$ cat config.mk
export PLATFORM = sky130hd
export DESIGN_NAME = lpc_framer
export DESIGN_NICKNAME = d
export VERILOG_FILES = /design/src/rtl/lpc_pkg.sv /design/src/rtl/lpc_framer.sv
export SDC_FILE = /design/constraint.sdc
export NUM_CORES = 1
export LEC_CHECK = 0
export ABC_AREA = 1
export ABC_CLOCK_PERIOD_IN_PS = 1400
export BUFFER_PORTS_ARGS = -buffer_cell sky130_fd_sc_hd__buf_2
export CORE_MARGIN = 2
export CORE_UTILIZATION = 21
export DETAILED_ROUTE_END_ITERATION = 8
export PLACE_DENSITY = 0.78
export SLEW_MARGIN = 15
export SYNTH_ARGS = -nofsm -noshare
export SYNTH_HDL_FRONTEND = slang
export SYNTH_SLANG_ARGS = --single-unit
$ cat constraint.sdc
create_clock -name clk -period 1.4 [get_ports clk]
set_clock_uncertainty 0.1 [all_clocks]
set_input_delay 0 -clock clk [delete_from_list [all_inputs] [get_ports clk]]
set_output_delay 0 -clock clk [all_outputs]
set_load 0.01 [all_outputs]
$ cat src/rtl/lpc_pkg.sv
package lpc_pkg;
  localparam int unsigned LANE_W = 8;
  localparam logic [LANE_W-1:0] SOP_CHAR = 8'hFB;

  typedef struct packed {
    logic sop;
    logic payload;
  } beat_kind_t;
endpackage

$ cat src/rtl/lpc_framer.sv
module lpc_framer
  import lpc_pkg::*;
#(
  parameter int unsigned DATA_W    = 64,
  parameter int unsigned SYNC_HITS = 2,
  localparam int unsigned LANES    = DATA_W / LANE_W,
  localparam int unsigned CNT_W    = $clog2(SYNC_HITS + 1)
) (
  input  logic              clk,
  input  logic              rst_n,
  input  logic              beat,
  input  logic [DATA_W-1:0] data,
  input  logic [LANES-1:0]  ctrl,
  output beat_kind_t        kind,
  output logic              locked
);
  logic [CNT_W-1:0] hits_q;
  logic             in_pkt_q;
  logic             locked_q;

  // start-of-packet word detection on lane 0
  always_comb begin
    kind.sop     = beat && ctrl[0] && (data[LANE_W-1:0] == SOP_CHAR);
    kind.payload = beat && in_pkt_q && (ctrl == '0);
  end

  always_ff @(posedge clk) begin
    if (!rst_n) begin
      hits_q   <= '0;
      in_pkt_q <= 1'b0;
      locked_q <= 1'b0;
    end else if (beat) begin
      if (kind.sop) begin
        in_pkt_q <= 1'b1;
        if (hits_q != CNT_W'(SYNC_HITS)) hits_q <= hits_q + 1'b1;
        if (hits_q == CNT_W'(SYNC_HITS - 1)) locked_q <= 1'b1;
      end else if (ctrl != '0) begin
        in_pkt_q <= 1'b0;
      end
    end
  end

  assign locked = locked_q;

  a_r3_lock_sticky: assert property (@(posedge clk) disable iff (!rst_n)
    locked_q |=> locked_q);
  a_r3_lock_on_sop: assert property (@(posedge clk) disable iff (!rst_n)
    $rose(locked_q) |-> $past(kind.sop) && ($past(hits_q) == CNT_W'(SYNC_HITS - 1)));
  a_r7_idle_holds: assert property (@(posedge clk) disable iff (!rst_n)
    !beat |=> $stable(in_pkt_q) && $stable(hits_q));
endmodule

==> flow_summary.toml <==
[timing]
tightest_slew_ps = 149
fmax_mhz = 854
layout_setup_ws_ps = 229
setup-tns-final_ps = 0
post-route-period-util_pct = 83.7
maxSlewViolCount = 0
max-slew-margin-rel_pct = 90.0
min_period_ps = 1170
hold_violations = 0
setup_viol = 0
rsz0062_at_grt = "false"

[place]
routabilityCongestion = 0.726
port_buffers = 21
dp_hpwl_um = 636
dp_slack_ps = 234
placedCellCount = 89
post_dp_cell_area_um2 = 447

[cells_and_area]
diodes = 0
layout.cells.non_filler = 93
final_cell_area_um2 = 479
drive_above_1_share_pct = 41.6
final_util_pct = 32.6
syn_to_final_growth_pct = 49.0
nNetsFinal = 156

[drt]
via_per_inst = 4.04
firstDrtPassIters = 3
remaining_drc_errors = 0
postRouteAntennaNets = 0
routedWlPerCell_um = 7.77
wirelength_um = 723
dr.first_iter.drc_count = 4
vias = 376

[setup_path]
r2r_setup_slack_ps = 230
r2r-end = "hits_q[0]$_SDFFE_PN0P_"
worstSetupPathType = "flop to flop"
reg2reg_depth = 6
cp_max_fo = 3
endpoint_kind = "flop"
crit_arrival_ps = 1190
slowest_delay_ps = 330
cpLargestDelayFamily = "flip-flops"
reg2reg_from = "hits_q[0]$_SDFFE_PN0P_"
critPathSlowestCell = "dfxtp_1"
crit_chain = "inv_1 -> ha_1 -> inv_1 -> nand4_2 -> nor2_1 -> nor2_1"
critPathBufInv = 2
startpoint_type = "flop"
cp_data_required_time_ps = 1420

[logic_synthesis]
synthFlopType = "dfxtp_1"
yosysSeqAreaShare_pct = 24.9
synth_area_leader_cell = "dfxtp_1"
yosys-top-cells-area = "dfxtp_1, nand2_1, inv_1"
synth.top_cells.by_count = "nand2_1, inv_1, nor2_1"
synth_edf_count = 0
ys_types = 15
yosysWarnings = 0
async_flop_share_pct = 0
synthCells = 52
yosysTopAreaCellShare_pct = 24.9
synth_seq_cells = 4
syn_area_um2 = 322
synth_most_common_cell = "nand2_1"
syn_area_per_cell_um2 = 6.18
synthesis.nets = 129

[hold_path]
hold_start = "ctrl[4]"
worstHoldPathType = "input pin to flop"
hold_path_depth = 6
hold_end = "in_pkt_q$_SDFFE_PN0P_"

[clock_tree]
path_clk_slew_ps = 40
cts_buffer_depth = 2
worstSkewPairLatency_ps = 230
cts_buffers = 3
htree_levels = 1
cts_tree = "yes"
cts-root-buf = "clkbuf_4"
clock-sinks = 4
cts_resized = 0

[pwr]
power.switching_mw = 0.0683
switching_share_pct = 22.4
internal-power_mw = 0.237
power_leakage_nw = 0.276
p_per_area_nw_per_um2 = 636
clockPowerShare_pct = 46.2
peakVddDrop_v = 0.000256
p_comb_share_pct = 16.1
power.share.sequential_pct = 37.6

[global_route]
grt_max_degree = 4
grt_pass1_vias = 378
grt_usage_pct = 9.54
overflow = 0
antenna_found_initial = 0
grt_pass1_wl_um = 1320

[floorplan]
core_um2 = 1470
num_rows = 14
io_pins = 78
start_util_pct = 21.9
dieArea_um2 = 1860
dieHeight_um = 43.1
dieWidth_um = 43.1

[run]
drv_cap = 0

[outcome]
status = "complete, no violations"
[final cells by class]
class                           count  area (µm²)
Inverter                           12        45.0
Clock buffer                        3        22.5
Tap cell                           16        20.0
Multi-Input combinational cell     36         196
Timing Repair Buffer               22         115
Sequential cell                     4        80.1
Fill cell                         177         992
[how the worst max path moves through the flow]
stage          slack (ps)  depth (start not counted)                   start                     end
5_1_grt               100                          7  hits_q[0]$_SDFFE_PN0P_  hits_q[1]$_SDFFE_PN0P_
3_3_place_gp          280                          6  hits_q[0]$_SDFFE_PN0P_  hits_q[0]$_SDFFE_PN0P_
2_1_floorplan         320                          5  hits_q[0]$_SDFFE_PN0P_  hits_q[1]$_SDFFE_PN0P_
3_5_place_dp          230                          6  hits_q[0]$_SDFFE_PN0P_  hits_q[0]$_SDFFE_PN0P_
6_report              230                          6  hits_q[0]$_SDFFE_PN0P_  hits_q[0]$_SDFFE_PN0P_
4_1_cts               230                          6  hits_q[0]$_SDFFE_PN0P_  hits_q[0]$_SDFFE_PN0P_
[power by group through the flow]
stage | combinational, mW | sequential, mW | clock [mW]
finish | 0.0492 | 0.115 | 0.141
global route | 0.0548 | 0.114 | 0.162
CTS | 0.0499 | 0.115 | 0.147
detailed placement | 0.0474 | 0.116 | 0
global placement | 0.0460 | 0.116 | 0
floorplan | 0.0180 | 0.116 | 0
[worst register-to-register path: stages (launching register included)]
cell	delay (ps)
dfxtp_1	330
inv_1	70
ha_1	210
inv_1	60
nand4_2	120
nor2_1	110
nor2_1	50
[cells in the final DEF (no fill, tap or decap)]
| cell | instances |
|---|---|
| a21oi_2 | 1 |
| buf_2 | 21 |
| clkbuf_4 | 3 |
| dfxtp_1 | 4 |
| dlygate4sd3_1 | 1 |
| ha_1 | 2 |
| inv_1 | 11 |
| inv_2 | 1 |
| nand2_1 | 13 |
| nand2_2 | 2 |
| nand3_2 | 1 |
| nand3b_1 | 1 |
| nand4_1 | 1 |
| nand4_2 | 1 |
| nor2_1 | 10 |
| nor2_2 | 1 |
| nor2_4 | 1 |
| nor3_1 | 2 |
[registers in the layout, summed over array words and instances, names as in the netlist]
| signal | flops |
|---|---|
| hits_q | 2 |
| locked | 1 |
| in_pkt_q | 1 |
[repair_timing]
action	CTS	global route
buffers inserted	0	0
hold buffers	1	0
endpoints found under the hold margin	4	0
endpoints found under the setup margin	0	0
[metrics by stage]
step	power, mW	hold slack [ps]
floorplan	0.134	15.5
global placement	0.162	153
detailed placement	0.164	163
CTS	0.312	62.5
global route	0.331	95.5
finish	0.305	68.8
[logic make-up after synthesis]
group / synth area share [%]
flip-flops: 24.9
buffers and inverters: 14.0
adder cells (fa/ha/maj): 7.78
AND/OR/NAND/NOR: 50.6
AO/OA/AOI/OAI: 2.72
[per-layer routing]
metal  routed length, µm  up-vias  global-route usage, %
li1                    -      204                      -
met1                 285      160                   10.3
met2                 373       12                   15.2
met3                  64        0                   4.26
met4                   0        0                   5.45
met5                   0        -                      0
Power figures use the tool's default switching activity.
